[config.mk]
export PLATFORM = sky130hd
export DESIGN_NAME = serial_tx_framer
export DESIGN_NICKNAME = d
export VERILOG_FILES = /design/src/rtl/stx_pkg.sv /design/src/rtl/stx_bit_timer.sv /design/src/rtl/stx_hold_reg.sv /design/src/rtl/stx_frame_fsm.sv /design/src/rtl/serial_tx_framer.sv
export SDC_FILE = /design/constraint.sdc
export NUM_CORES = 1
export LEC_CHECK = 0
export BUFFER_PORTS_ARGS = -buffer_cell sky130_fd_sc_hd__buf_4
export CAP_MARGIN = 20
export CORE_ASPECT_RATIO = 1.5
export CORE_MARGIN = 4
export CORE_UTILIZATION = 44
export CTS_BUF_LIST = sky130_fd_sc_hd__clkbuf_2 sky130_fd_sc_hd__clkbuf_4 sky130_fd_sc_hd__clkbuf_8
export CTS_CLUSTER_DIAMETER = 200
export DETAILED_ROUTE_END_ITERATION = 6
export PLACE_DENSITY_LB_ADDON = 0.12
export REMOVE_ABC_BUFFERS = 1
export SYNTH_ARGS = -nofsm -noshare
export SYNTH_HDL_FRONTEND = slang
export SYNTH_SLANG_ARGS = --single-unit
[constraint.sdc]
create_clock -name clk -period 1.74 [get_ports clk]
set_input_delay 0.174 -clock clk [delete_from_list [all_inputs] [get_ports clk]]
set_output_delay 0.174 -clock clk [all_outputs]
set_load 0.02 [all_outputs]
[src/rtl/stx_pkg.sv]
package stx_pkg;

    typedef enum logic [2:0] {
        ST_IDLE,
        ST_START,
        ST_DATA,
        ST_PARITY,
        ST_STOP
    } stx_state_e;

    typedef struct packed {
        logic [3:0] nbits;
        logic       par_en;
        logic       par_odd;
        logic       two_stop;
    } stx_cfg_t;

    // Limit a requested data length to the supported window.
    function automatic logic [3:0] stx_clamp(input logic [3:0] n, input int lo, input int hi);
        if (int'(n) < lo) return 4'(lo);
        if (int'(n) > hi) return 4'(hi);
        return n;
    endfunction

endpackage

[src/rtl/stx_bit_timer.sv]
module stx_bit_timer #(
    parameter int OVERSAMPLE = 16
) (
    input  logic clk,
    input  logic rst_n,
    input  logic clear,
    input  logic sample_tick,
    output logic bit_done
);
    localparam int TW = (OVERSAMPLE > 1) ? $clog2(OVERSAMPLE) : 1;
    localparam logic [TW-1:0] LAST = TW'(OVERSAMPLE - 1);

    logic [TW-1:0] cnt;

    assign bit_done = sample_tick && (cnt == LAST);

    always_ff @(posedge clk or negedge rst_n) begin
        if (!rst_n) begin
            cnt <= '0;
        end else if (clear || bit_done) begin
            cnt <= '0;
        end else if (sample_tick) begin
            cnt <= cnt + 1'b1;
        end
    end

    // without a tick the bit phase does not move
    a_r6_phase_holds: assert property (@(posedge clk) disable iff (!rst_n)
        (!clear && !sample_tick) |=> $stable(cnt));

endmodule

[src/rtl/stx_hold_reg.sv]
module stx_hold_reg #(
    parameter int DATA_MAX = 9
) (
    input  logic                clk,
    input  logic                rst_n,
    input  logic                wr_en,
    input  logic [DATA_MAX-1:0] wr_data,
    input  logic                take,
    input  logic                ovf_clr,
    output logic                full,
    output logic [DATA_MAX-1:0] data_q,
    output logic                ovf_flag
);
    always_ff @(posedge clk or negedge rst_n) begin
        if (!rst_n) begin
            full     <= 1'b0;
            data_q   <= '0;
            ovf_flag <= 1'b0;
        end else begin
            if (wr_en && !full) begin
                full   <= 1'b1;
                data_q <= wr_data;
            end else if (take) begin
                full <= 1'b0;
            end
            if (wr_en && full) begin
                ovf_flag <= 1'b1;
            end else if (ovf_clr) begin
                ovf_flag <= 1'b0;
            end
        end
    end

    // the sequencer only takes a character that is present
    a_r8_take_needs_full: assert property (@(posedge clk) disable iff (!rst_n)
        take |-> full);

    // a dropped write raises the flag
    a_r10_overflow_sets: assert property (@(posedge clk) disable iff (!rst_n)
        (wr_en && full) |=> ovf_flag);

    // the flag only falls through a clear
    a_r10_overflow_sticky: assert property (@(posedge clk) disable iff (!rst_n)
        (ovf_flag && !ovf_clr) |=> ovf_flag);

    // a dropped write leaves the held character intact
    a_r10_held_data_kept: assert property (@(posedge clk) disable iff (!rst_n)
        (full && !take) |=> $stable(data_q));

endmodule

[src/rtl/stx_frame_fsm.sv]
module stx_frame_fsm
    import stx_pkg::*;
#(
    parameter int DATA_MAX = 9
) (
    input  logic                clk,
    input  logic                rst_n,
    input  logic                bit_done,
    input  logic                hold_full,
    input  logic [DATA_MAX-1:0] hold_data,
    input  stx_cfg_t            cfg_in,
    output logic                take,
    output logic                tx_line,
    output logic                idle
);
    stx_state_e          state, state_n;
    stx_cfg_t            cfg_q;
    logic [DATA_MAX-1:0] shreg;
    logic [3:0]          bit_idx;
    logic                stop_idx;
    logic                par_q;
    logic                par_calc;
    logic                last_data;
    logic                last_stop;

    assign last_data = (bit_idx == cfg_q.nbits - 4'd1);
    assign last_stop = !cfg_q.two_stop || stop_idx;
    assign take      = hold_full &&
                       ((state == ST_IDLE) ||
                        (state == ST_STOP && bit_done && last_stop));

    always_comb begin
        par_calc = cfg_in.par_odd;
        for (int i = 0; i < DATA_MAX; i++) begin
            if (i < int'(cfg_in.nbits)) par_calc = par_calc ^ hold_data[i];
        end
    end

    always_comb begin
        state_n = state;
        unique case (state)
            ST_IDLE:   if (hold_full) state_n = ST_START;
            ST_START:  if (bit_done) state_n = ST_DATA;
            ST_DATA:   if (bit_done && last_data)
                           state_n = cfg_q.par_en ? ST_PARITY : ST_STOP;
            ST_PARITY: if (bit_done) state_n = ST_STOP;
            ST_STOP:   if (bit_done && last_stop)
                           state_n = hold_full ? ST_START : ST_IDLE;
            default:   state_n = ST_IDLE;
        endcase
    end

    always_ff @(posedge clk or negedge rst_n) begin
        if (!rst_n) state <= ST_IDLE;
        else        state <= state_n;
    end

    always_ff @(posedge clk or negedge rst_n) begin
        if (!rst_n) begin
            shreg    <= '0;
            cfg_q    <= '0;
            bit_idx  <= '0;
            stop_idx <= 1'b0;
            par_q    <= 1'b0;
        end else if (take) begin
            shreg    <= hold_data;
            cfg_q    <= cfg_in;
            par_q    <= par_calc;
            bit_idx  <= '0;
            stop_idx <= 1'b0;
        end else if (bit_done) begin
            case (state)
                ST_DATA: begin
                    shreg   <= shreg >> 1;
                    bit_idx <= bit_idx + 4'd1;
                end
                ST_STOP: stop_idx <= 1'b1;
                default: ;
            endcase
        end
    end

    always_comb begin
        unique case (state)
            ST_START:  tx_line = 1'b0;
            ST_DATA:   tx_line = shreg[0];
            ST_PARITY: tx_line = par_q;
            default:   tx_line = 1'b1;
        endcase
        idle = (state == ST_IDLE);
    end

    // no bit boundary, no movement of state or line
    a_r6_no_tick_no_move: assert property (@(posedge clk) disable iff (!rst_n)
        (state != ST_IDLE && !bit_done) |=> ($stable(state) && $stable(tx_line)));

    // a waiting character chains straight into a start bit
    a_r9_chain_start: assert property (@(posedge clk) disable iff (!rst_n)
        (state == ST_STOP && bit_done && last_stop && hold_full) |=> (state == ST_START && !tx_line));

    // the data index never passes the captured length
    a_r3_index_in_range: assert property (@(posedge clk) disable iff (!rst_n)
        (state == ST_DATA) |-> (bit_idx < cfg_q.nbits));

    // captured framing is frozen for the rest of the frame
    a_r11_cfg_frozen: assert property (@(posedge clk) disable iff (!rst_n)
        (state != ST_IDLE && !take) |=> $stable(cfg_q));

    // a load from idle drives the start bit at the next edge
    a_r2_start_after_load: assert property (@(posedge clk) disable iff (!rst_n)
        (state == ST_IDLE && hold_full) |=> !tx_line);

endmodule

[src/rtl/serial_tx_framer.sv]
module serial_tx_framer
    import stx_pkg::*;
#(
    parameter int OVERSAMPLE = 16,
    parameter int DATA_MIN   = 5,
    parameter int DATA_MAX   = 9
) (
    input  logic                clk,
    input  logic                rst_n,
    input  logic                sample_tick,
    input  logic                wr_en,
    input  logic [DATA_MAX-1:0] wr_data,
    input  logic [3:0]          cfg_data_bits,
    input  logic                cfg_parity_en,
    input  logic                cfg_parity_odd,
    input  logic                cfg_two_stop,
    input  logic                ovf_clr,
    output logic                tx_line,
    output logic                busy,
    output logic                ready,
    output logic                ovf_flag
);
    stx_cfg_t            cfg_now;
    logic                bit_done;
    logic                take;
    logic                fsm_idle;
    logic                hold_full;
    logic [DATA_MAX-1:0] hold_data;

    always_comb begin
        cfg_now.nbits    = stx_clamp(cfg_data_bits, DATA_MIN, DATA_MAX);
        cfg_now.par_en   = cfg_parity_en;
        cfg_now.par_odd  = cfg_parity_odd;
        cfg_now.two_stop = cfg_two_stop;
    end

    stx_bit_timer #(.OVERSAMPLE(OVERSAMPLE)) u_timer (
        .clk         (clk),
        .rst_n       (rst_n),
        .clear       (fsm_idle),
        .sample_tick (sample_tick),
        .bit_done    (bit_done)
    );

    stx_hold_reg #(.DATA_MAX(DATA_MAX)) u_hold (
        .clk      (clk),
        .rst_n    (rst_n),
        .wr_en    (wr_en),
        .wr_data  (wr_data),
        .take     (take),
        .ovf_clr  (ovf_clr),
        .full     (hold_full),
        .data_q   (hold_data),
        .ovf_flag (ovf_flag)
    );

    stx_frame_fsm #(.DATA_MAX(DATA_MAX)) u_fsm (
        .clk       (clk),
        .rst_n     (rst_n),
        .bit_done  (bit_done),
        .hold_full (hold_full),
        .hold_data (hold_data),
        .cfg_in    (cfg_now),
        .take      (take),
        .tx_line   (tx_line),
        .idle      (fsm_idle)
    );

    assign busy  = !fsm_idle || hold_full;
    assign ready = !hold_full;

    // the line can only be low while busy
    a_r7_low_means_busy: assert property (@(posedge clk) disable iff (!rst_n)
        !tx_line |-> busy);

endmodule

==> impl_metrics.yaml, run 1 <==
global_route:
  use_met3_pct: 3.99
  grt_pass1_wl_um: 7110
  antenna_found_initial: 0
  busiest_layer: "met2"
  grt.overflow.total: 0
  gr-usage-met2_pct: 29.1
  grt_pass1_vias: 1582
  use_met1_pct: 16.7
  grt_max_degree: 40
  track_usage_pct: 15.8
flow_run:
  maxCapViolations: 0
finish:
  drive_gt1_share_pct: 31.0
  final_util_pct: 57.0
  nets: 262
  area_delta_synth_final_pct: 22.7
  layout_commonest_cell: "buf_4"
  diodes: 0
  layout_common_cells: "41 x buf_4, 39 x dfrtp_1, 36 x nand2_1"
sta:
  skew_ns: 0.00757
  slew_headroom_pct: 66.0
  slew_violations: 0
  finalCriticalPeriod_ns: 1.69
  setup_viol: 0
  hold_ws_ns: 0.0840
  fmax_ghz: 0.593
  finalHoldViolations: 0
  tightest_slew_ns: 0.504
  final.period_utilization_pct: 96.9
  rsz0062_at_grt: "true"
setup_path:
  critPathRequiredTime_ns: 1.92
  worstSetupEndpointType: "flop"
  path_max_fanout: 2
  worst-endpoint-arrival_ns: 1.87
  startpoint_type: "flop"
  crit_type: "reg2reg"
clock_tree:
  clk_latency_ns: 0.29
  clock-sinks: 39
  cts_buffer_depth: 2
  clk_pin_slew_ns: 0.08
  numCtsBuffers: 5
  cts_tree: "built"
  htreeDepth: 2
  root_buffer: "clkbuf_8"
placed_design:
  portBuffers: 24
  place_congestion: 0.798
  dp_hpwl_um: 2940
power_and_ir_drop:
  leakage_nw: 1.14
  ir_drop_mv: 0.812
  power_density_nw_per_um2: 1690
logic_synthesis:
  avgSynthCellArea_sq_um: 10.1
  synth-compound-area-share_pct: 10.6
  synthAdderAreaFrac_pct: 1.87
  synth_cell_type_count: 42
  yosysWarnings: 0
  synth_top_area_share_pct: 48.7
  synth.mux.area_fraction_pct: 6.30
  netlist_top_cells_area: "dfrtp_1 49%, xnor2_1 7.0%, nand2_1 6.7%"
  synth_seq_cells: 39
  synth_top_family_by_area: "simple AND/OR/NAND/NOR gates"
  synth-seq-area-share_pct: 48.7
  netlist_instances: 198
  syn_area_sq_um: 2000
  synth_xor_area_share_pct: 8.74
  yosys.area.top_type: "dfrtp_1"
  synth-simple-area-share_pct: 19.0
floorplanning:
  core_region_area_sq_um: 4320
  die_w_um: 63.1
  dieHeight_um: 90.7
  ioPinCount: 25
  rows: 29
  initial_core_util_pct: 46.4
  die_area_sq_um: 5720
drt:
  wl_um: 4090
  drc: 0
  postRouteAntennaNets: 0
  via_count: 1530
  vias_per_cell: 5.37
  firstDrtPassIters: 4
  drt-initial-drc-count: 46
  routedWlPerCell_um: 14.3
hold_path:
  min_path_type: "in2reg"
status:
  status: "complete, no violations"
-- final timing paths --
path / cells past startpoint / from / end / slack [ns]
min reg2reg: 2 / u_fsm.cfg_q[0] / u_fsm.cfg_q[0] / 0.47
max in group asynchronous: 2 / rst_n / u_hold.ovf_flag / 1.01
min in group asynchronous: 2 / rst_n / u_fsm.state[0] / 0.39
max reg2reg: 7 / u_fsm.cfg_q[3] / u_fsm.state[0] / 0.05
min: 3 / cfg_parity_en / u_fsm.cfg_q[2] / 0.08
max: 7 / u_fsm.cfg_q[3] / u_fsm.state[0] / 0.05
-- cells by family after synthesis --
logic type                 count (synthesis)
AOI/OAI and AO/OA                         32
muxes                                     11
xor gates and xnor gates                  20
DFF                                       39
adders and majority gates                  3
buffers and inverters                     17
and+or+nand+nor                           76
-- repair_timing --
| item | in CTS | in global routing |
|---|---|---|
| setup endpoints to repair | 0 | 17 |
| gates resized for setup | 0 | 10 |
| hold buffers | 1 | 0 |
| endpoints found under the hold margin | 39 | 0 |
| setup buffers | 0 | 5 |
-- metrics by stage --
stage                     power [W]  setup TNS [ns]  cell area (sq um)  setup slack (ns)  std cells
after detailed placement    0.00336               0               2270            0.0452        271
after global placement      0.00328               0               2270            0.0879        271
after CTS                   0.00406               0               2380            0.0235        280
final                       0.00416               0               2460            0.0545        285
after global routing        0.00449         -0.0432               2460           -0.0168        285
after floorplan             0.00284               0               1940            0.0281        189
-- cell type report --
cell class / count / area, sq um
flip-flops and latches: 39 / 976
inverters: 8 / 30.0
multi-input cells: 142 / 975
fillers: 387 / 1860
well taps: 46 / 57.6
repair buffers: 42 / 318
clock buffers: 8 / 104
-- per-layer routing --
metal	share of wire [%]	vias to the layer above
met5	0	-
met4	2.2	0
met3	3.4	8
met2	56	26
met1	38	743
li1	-	753
-- critical path: stages (launching register included) --
cell and delay (ns):
dfrtp_1 0.37, inv_2 0.06, ha_4 0.16, xnor2_2 0.13, xnor2_1 0.19, nor4_2 0.06, o31ai_2 0.28, mux2_4 0.32
-- sequential cells by signal, summed over array words and instances (netlist names) --
register	flops
u_fsm.bit_idx	4
u_fsm.cfg_q	6
u_fsm.par_q	1
u_fsm.shreg	9
u_fsm.state	3
u_fsm.stop_idx	1
u_hold.data_q	9
u_hold.full	1
u_hold.ovf_flag	1
u_timer.cnt	4
-- cells in the mapped netlist --
cell and count:
mux2i_1 1, xor2_1 4, nand3_1 3, nor4_2 1
o21ai_0 4, inv_1 8, o211ai_1 2, mux2_4 1
a21oi_1 6, nor3_2 2, mux2_2 9, clkbuf_1 1
o21ai_2 1, nand2_1 36, a31oi_1 7, ha_1 3
a2bb2oi_1 1, o221ai_1 1, dfrtp_1 39, o21ai_1 3
or3b_2 1, nand3b_1 1, nor2_1 19, o311ai_0 1
nor2b_1 2, a22oi_1 2, nand2b_1 1, or2b_1 1
nor3_1 2, buf_2 4, o211a_1 1, nand4_1 2
nand4_4 1, a211oi_1 1, buf_6 3, buf_4 1
and3_4 1, o2bb2ai_1 1, or3_1 2, o31ai_2 1
nand3_4 1, xnor2_1 16
-- report_power, final --
group | switching [W] | internal [W]
clock network | 0.000304 | 0.000377
logic | 0.000831 | 0.000985
registers | 0.000376 | 0.00129
total | 0.00151 | 0.00265
Note: power is estimated with default switching activity, not from simulation.
==> run 2: changes to the inputs <==
--- a/config.mk
+++ b/config.mk
@@ -5,7 +5,7 @@
 export SDC_FILE = /design/constraint.sdc
 export NUM_CORES = 1
 export LEC_CHECK = 0
-export BUFFER_PORTS_ARGS = -buffer_cell sky130_fd_sc_hd__buf_4
+export BUFFER_PORTS_ARGS = -buffer_cell sky130_fd_sc_hd__buf_2
 export CAP_MARGIN = 20
 export CORE_ASPECT_RATIO = 1.5
 export CORE_MARGIN = 4
==> constraint.sdc (replaced) <==
create_clock -name clk -period 1.48 [get_ports clk]
set_input_delay 0.148 -clock clk [delete_from_list [all_inputs] [get_ports clk]]
set_output_delay 0.148 -clock clk [all_outputs]
set_load 0.02 [all_outputs]
==> run 2 against run 1 <==
The run now ends with negative setup slack left. First-iteration DRC count down 4.3%. Clock skew hardly changed. Sequential power rose by 16%. Sequential cell count unchanged. Non-clock buffer count is 11 higher. Routed wire length is 5.5% higher. Critical path depth fell by 1. Setup slack lost 0.27 ns. Global-route usage rose by 0.63 points. Largest power group unchanged.
==> impl_metrics.yaml, run 2 (synthesized netlist as in run 1, its figures left out) <==
setup_path:
  startpoint_type: "flop"
  path_cells: "buf_6, nor3_4, xnor2_1, nor4_2, o31ai_2, mux2_4"
  worst_path_largest_cell_delay_ns: 0.40
  path_max_fanout: 2
  worstSetupEndpointType: "flop"
  worstPathBufferInverterCount: 1
  crit_slowest_cell: "dfrtp_1"
  worst-endpoint-arrival_ns: 1.87
  critPathRequiredTime_ns: 1.66
  critPathTopFamily: "simple AND/OR/NAND/NOR gates"
  crit_type: "reg2reg"
floorplanning:
  die_w_um: 63.1
  die_area_sq_um: 5720
  core_region_area_sq_um: 4320
  initial_core_util_pct: 46.4
  rows: 29
  dieHeight_um: 90.7
  ioPinCount: 25
global_route:
  track_usage_pct: 16.4
  grt_pass1_wl_um: 7380
  grt_max_degree: 40
  antenna_found_initial: 0
  grt.overflow.total: 0
  grt_pass1_vias: 1634
clock_tree:
  clock-sinks: 39
  numCtsBuffers: 5
  htreeDepth: 2
  cts_buffer_depth: 2
  cts_tree: "built"
  root_buffer: "clkbuf_8"
  clk_pin_slew_ns: 0.08
  clk_latency_ns: 0.29
power_and_ir_drop:
  switching_share_pct: 36.9
  pwr-share-clk_pct: 13.8
  seqPwrFrac_pct: 36.5
  p_int_w: 0.00332
  p_sw_w: 0.00194
  ir_drop_mv: 0.981
  leakage_nw: 1.20
  comb_power_share_pct: 49.7
  power_density_nw_per_um2: 2020
sta:
  skew_ns: 0.00739
  hold_ws_ns: 0.0661
  finalCriticalPeriod_ns: 1.70
  final.period_utilization_pct: 115
  setup_viol: 22
  rsz0062_at_grt: "true"
  finalHoldViolations: 0
  fmax_ghz: 0.589
  tightest_slew_ns: 0.580
  slew_headroom_pct: 60.8
  slew_violations: 0
  worst_slack_ns: -0.218
finish:
  layout_common_cells: "38 x dfrtp_1, 31 x nand2_1, 23 x buf_2"
  top_regs: "u_fsm.shreg x9, u_hold.data_q x9, u_fsm.cfg_q x6"
  final_util_pct: 60.3
  layout_commonest_cell: "dfrtp_1"
  drive_gt1_share_pct: 41.8
  nets: 274
  area_delta_synth_final_pct: 29.9
  diodes: 0
drt:
  drt-initial-drc-count: 44
  routedWlPerCell_um: 14.5
  vias_per_cell: 5.25
  wl_um: 4320
  postRouteAntennaNets: 0
  drc: 0
  firstDrtPassIters: 4
  via_count: 1560
placed_design:
  place_congestion: 0.837
  portBuffers: 24
  dp_hpwl_um: 3050
status:
  status: "finished with violations"
  violations: "negative setup slack"
hold_path:
  min_path_type: "in2reg"
flow_run:
  maxCapViolations: 0
==> run 2: cell type report <==
cell class | instances | area (sq um)
clock inverters | 1 | 5.00
well taps | 46 | 57.6
repair buffers | 53 | 369
multi-input cells | 143 | 1080
flip-flops and latches | 39 | 977
clock buffers | 7 | 83.8
inverters | 8 | 30.0
fillers | 397 | 1710
==> run 2: per-layer routing <==
layer  up-vias  GRT usage (%)  share of wire [%]
met1       761           17.6                 38
li1        773              -                  -
met3         6           3.24                2.8
met5         -              0                  0
met4         0           6.63                1.6
met2        20           30.5                 57
==> run 2: metrics by stage <==
stage	power, W	cell area, sq um	std cells	TNS [ns]	setup slack [ns]
after floorplan	0.00334	1940	189	-0.498	-0.232
after global placement	0.00399	2300	283	-1.22	-0.187
after detailed placement	0.00410	2300	283	-2.34	-0.222
after CTS	0.00503	2460	294	-3.61	-0.218
after global routing	0.00572	2600	297	-3.72	-0.292
final	0.00526	2600	297	-1.42	-0.218
==> run 2: worst register-to-register path, delay by kind of cell, from the launching register on <==
| kind | cells | cell delay, ns |
|---|---|---|
| multiplexers | 1 | 0.30 |
| flip-flops | 1 | 0.40 |
| XOR/XNOR | 1 | 0.11 |
| buffers and inverters | 1 | 0.13 |
| AND/OR/NAND/NOR | 2 | 0.53 |
| AO/OA/AOI/OAI | 1 | 0.11 |
==> run 2: final timing paths <==
check | slack [ns] | endpoint | startpoint | cells after the start
max in group asynchronous | 0.69 | u_fsm.state[2] | rst_n | 3
worst max register to register | -0.22 | u_fsm.state[0] | u_fsm.cfg_q[3] | 6
worst max-delay path | -0.22 | u_fsm.state[0] | u_fsm.cfg_q[3] | 6
worst min register to register | 0.49 | u_fsm.cfg_q[0] | u_fsm.cfg_q[0] | 2
min in group asynchronous | 0.44 | u_fsm.bit_idx[3] | rst_n | 3
worst min-delay path | 0.07 | u_fsm.cfg_q[0] | cfg_two_stop | 3
==> run 2: power groups by stage <==
stage / sequential [W] / clock [W] / combinational, W
3_5_place_dp: 0.00189 / 0 / 0.00221
5_1_grt: 0.00200 / 0.000796 / 0.00293
2_1_floorplan: 0.00187 / 0 / 0.00148
4_1_cts: 0.00189 / 0.000749 / 0.00239
3_3_place_gp: 0.00186 / 0 / 0.00213
6_report: 0.00192 / 0.000724 / 0.00261
==> run 2: repair_timing <==
action	in CTS	in global routing
hold buffers	1	0
gates resized for setup	11	32
gates cloned	1	0
setup buffers	1	3
pin swaps	3	11
hold endpoints to repair	39	0
endpoints found under the setup margin	27	27
==> run 3: changes to the inputs <==
--- a/config.mk
+++ b/config.mk
@@ -8,7 +8,6 @@
 export BUFFER_PORTS_ARGS = -buffer_cell sky130_fd_sc_hd__buf_2
 export CAP_MARGIN = 20
 export CORE_ASPECT_RATIO = 1.5
-export CORE_MARGIN = 4
 export CORE_UTILIZATION = 44
 export CTS_BUF_LIST = sky130_fd_sc_hd__clkbuf_2 sky130_fd_sc_hd__clkbuf_4 sky130_fd_sc_hd__clkbuf_8
 export CTS_CLUSTER_DIAMETER = 200
==> run 3 against run 2 <==
The run still ends with negative setup slack left. Critical path depth unchanged. First-iteration DRC count grew 84%. Non-clock buffer count fell by 3. Power is 6.8% lower. Highest routed layer unchanged.
==> impl_metrics.yaml, run 3 (synthesized netlist as in run 1, its figures left out) <==
status:
  status: "finished with violations"
  violations: "negative setup slack"
setup_path:
  worstSetupEndpointType: "flop"
  endpoint: "u_fsm.state[0]"
  critPathRequiredTime_ns: 1.66
  startpoint_type: "flop"
  worst-endpoint-arrival_ns: 1.88
  reg2reg_slack_ns: -0.22
  crit_slowest_cell: "dfrtp_1"
  crit_type: "reg2reg"
  path_cells: "buf_4, nor3_4, xnor2_1, nor4_2, o31ai_2, mux2_4"
  r2r_end: "u_fsm.state[0]"
  worst_path_largest_cell_delay_ns: 0.40
  r2r-start: "u_fsm.cfg_q[4]"
  path_max_fanout: 3
  critPathLaunch: "u_fsm.cfg_q[4]"
  ff2ff_path_depth: 6
placed_design:
  place_congestion: 0.841
  portBuffers: 24
  dp_hpwl_um: 2820
  dpl-instance-area_sq_um: 2320
finish:
  area_delta_synth_final_pct: 23.2
  layout_common_cells: "38 x dfrtp_1, 36 x nand2_1, 24 x buf_2, 24 x buf_4, 19 x nor2_1"
  layout_commonest_cell: "dfrtp_1"
  nets: 271
  top_regs: "u_fsm.shreg x9, u_hold.data_q x9, u_fsm.cfg_q x6"
  diodes: 0
  drive_gt1_share_pct: 34.3
  stdcell_area_sq_um: 2470
  fill_cells: 403
floorplanning:
  initial_core_util_pct: 46.8
  ioPinCount: 25
  dieHeight_um: 84.7
  core_region_area_sq_um: 4280
  rows: 29
  die_w_um: 57.1
  die_area_sq_um: 4840
global_route:
  grt.overflow.total: 0
  antenna_found_initial: 0
  grt_max_degree: 40
  grt_pass1_wl_um: 7300
  track_usage_pct: 19.5
  grt_pass1_vias: 1638
power_and_ir_drop:
  switching_share_pct: 37.1
  seqPwrFrac_pct: 38.6
  leakage_nw: 1.18
  pwr-share-clk_pct: 14.3
  p_sw_w: 0.00181
  comb_power_share_pct: 47.1
  power_w: 0.00490
  p_int_w: 0.00308
  power_density_nw_per_um2: 1980
  ir_drop_mv: 0.950
sta:
  finalHoldViolations: 0
  rsz0062_at_grt: "true"
  finalCriticalPeriod_ns: 1.70
  slew_headroom_pct: 60.0
  fmax_ghz: 0.590
  worst_slack_ns: -0.216
  slew_violations: 0
  setup_viol: 27
  skew_ns: 0.00854
  hold_ws_ns: 0.0446
  tightest_slew_ns: 0.593
  final.period_utilization_pct: 115
flow_run:
  maxCapViolations: 0
drt:
  routedWlPerCell_um: 13.8
  postRouteAntennaNets: 0
  wl_um: 4050
  drc: 0
  firstDrtPassIters: 4
  vias_per_cell: 5.28
  via_count: 1553
  drt-initial-drc-count: 81
clock_tree:
  htreeDepth: 2
  postCtsSetupRepairBufs: 0
  cts_buffer_depth: 2
  cts_tree: "built"
  numCtsBuffers: 5
  clk_latency_ns: 0.29
  clk_pin_slew_ns: 0.08
  root_buffer: "clkbuf_8"
  clock-sinks: 39
hold_path:
  min_path_type: "in2reg"
[run 3: through the flow]
stage	utilization [%]	setup slack (ns)	cells	TNS (ns)
3_5_place_dp	54.1	-0.234	284	-2.96
5_1_grt	57.7	-0.305	294	-6.03
6_report	57.7	-0.216	294	-3.29
2_1_floorplan	-	-0.232	189	-0.498
4_1_cts	57.3	-0.230	294	-4.04
3_3_place_gp	54.1	-0.179	284	-1.63
[run 3: worst min path at each step]
stage                             endpoint  cells past startpoint  slack, ns    startpoint
after global routing       u_hold.ovf_flag                      2       0.05       ovf_clr
after detailed placement  u_fsm.bit_idx[3]                      2       0.24         rst_n
after CTS                   u_fsm.cfg_q[0]                      3       0.03  cfg_two_stop
after floorplan           u_fsm.bit_idx[0]                      0      -0.15         rst_n
after global placement    u_fsm.bit_idx[3]                      2       0.23         rst_n
final                       u_fsm.cfg_q[0]                      3       0.04  cfg_two_stop
[run 3: cell type report]
class / count / area, sq um / area share, %
Multi-Input combinational cell: 143 / 991 / 40.1
Clock inverter: 3 / 15.0 / 0.608
Sequential cell: 39 / 977 / 39.6
Inverter: 8 / 30.0 / 1.22
Clock buffer: 5 / 68.8 / 2.79
Timing Repair Buffer: 50 / 330 / 13.4
Tap cell: 46 / 57.6 / 2.33
[run 3: repair_timing]
item	CTS	global route
hold endpoints to repair	39	0
gates cloned	1	0
resized for setup	7	2
endpoints found under the setup margin	27	27
hold buffers	1	0
pin swaps	1	3
[run 3: power groups by stage]
stage / clock (W) / combinational [W] / sequential [W]
6_report: 0.000701 / 0.00231 / 0.00189
2_1_floorplan: 0 / 0.00148 / 0.00187
4_1_cts: 0.000738 / 0.00229 / 0.00188
3_5_place_dp: 0 / 0.00219 / 0.00189
5_1_grt: 0.000774 / 0.00257 / 0.00195
3_3_place_gp: 0 / 0.00212 / 0.00187
[run 3: worst max-delay path: cells and delay by family, from the launching register on]
family / cells / cell delay [ns]
AO/OA/AOI/OAI: 1 / 0.13
XOR/XNOR: 1 / 0.10
multiplexers: 1 / 0.30
buffers and inverters: 1 / 0.14
flip-flops: 1 / 0.40
AND/OR/NAND/NOR: 2 / 0.52
[run 3: metal layers]
metal	up-vias	track usage (%)	routed length, um
li1	772	-	-
met2	24	35.0	2260
met3	2	4.16	124
met5	-	0	0
met1	755	22.1	1640
met4	0	7.76	23
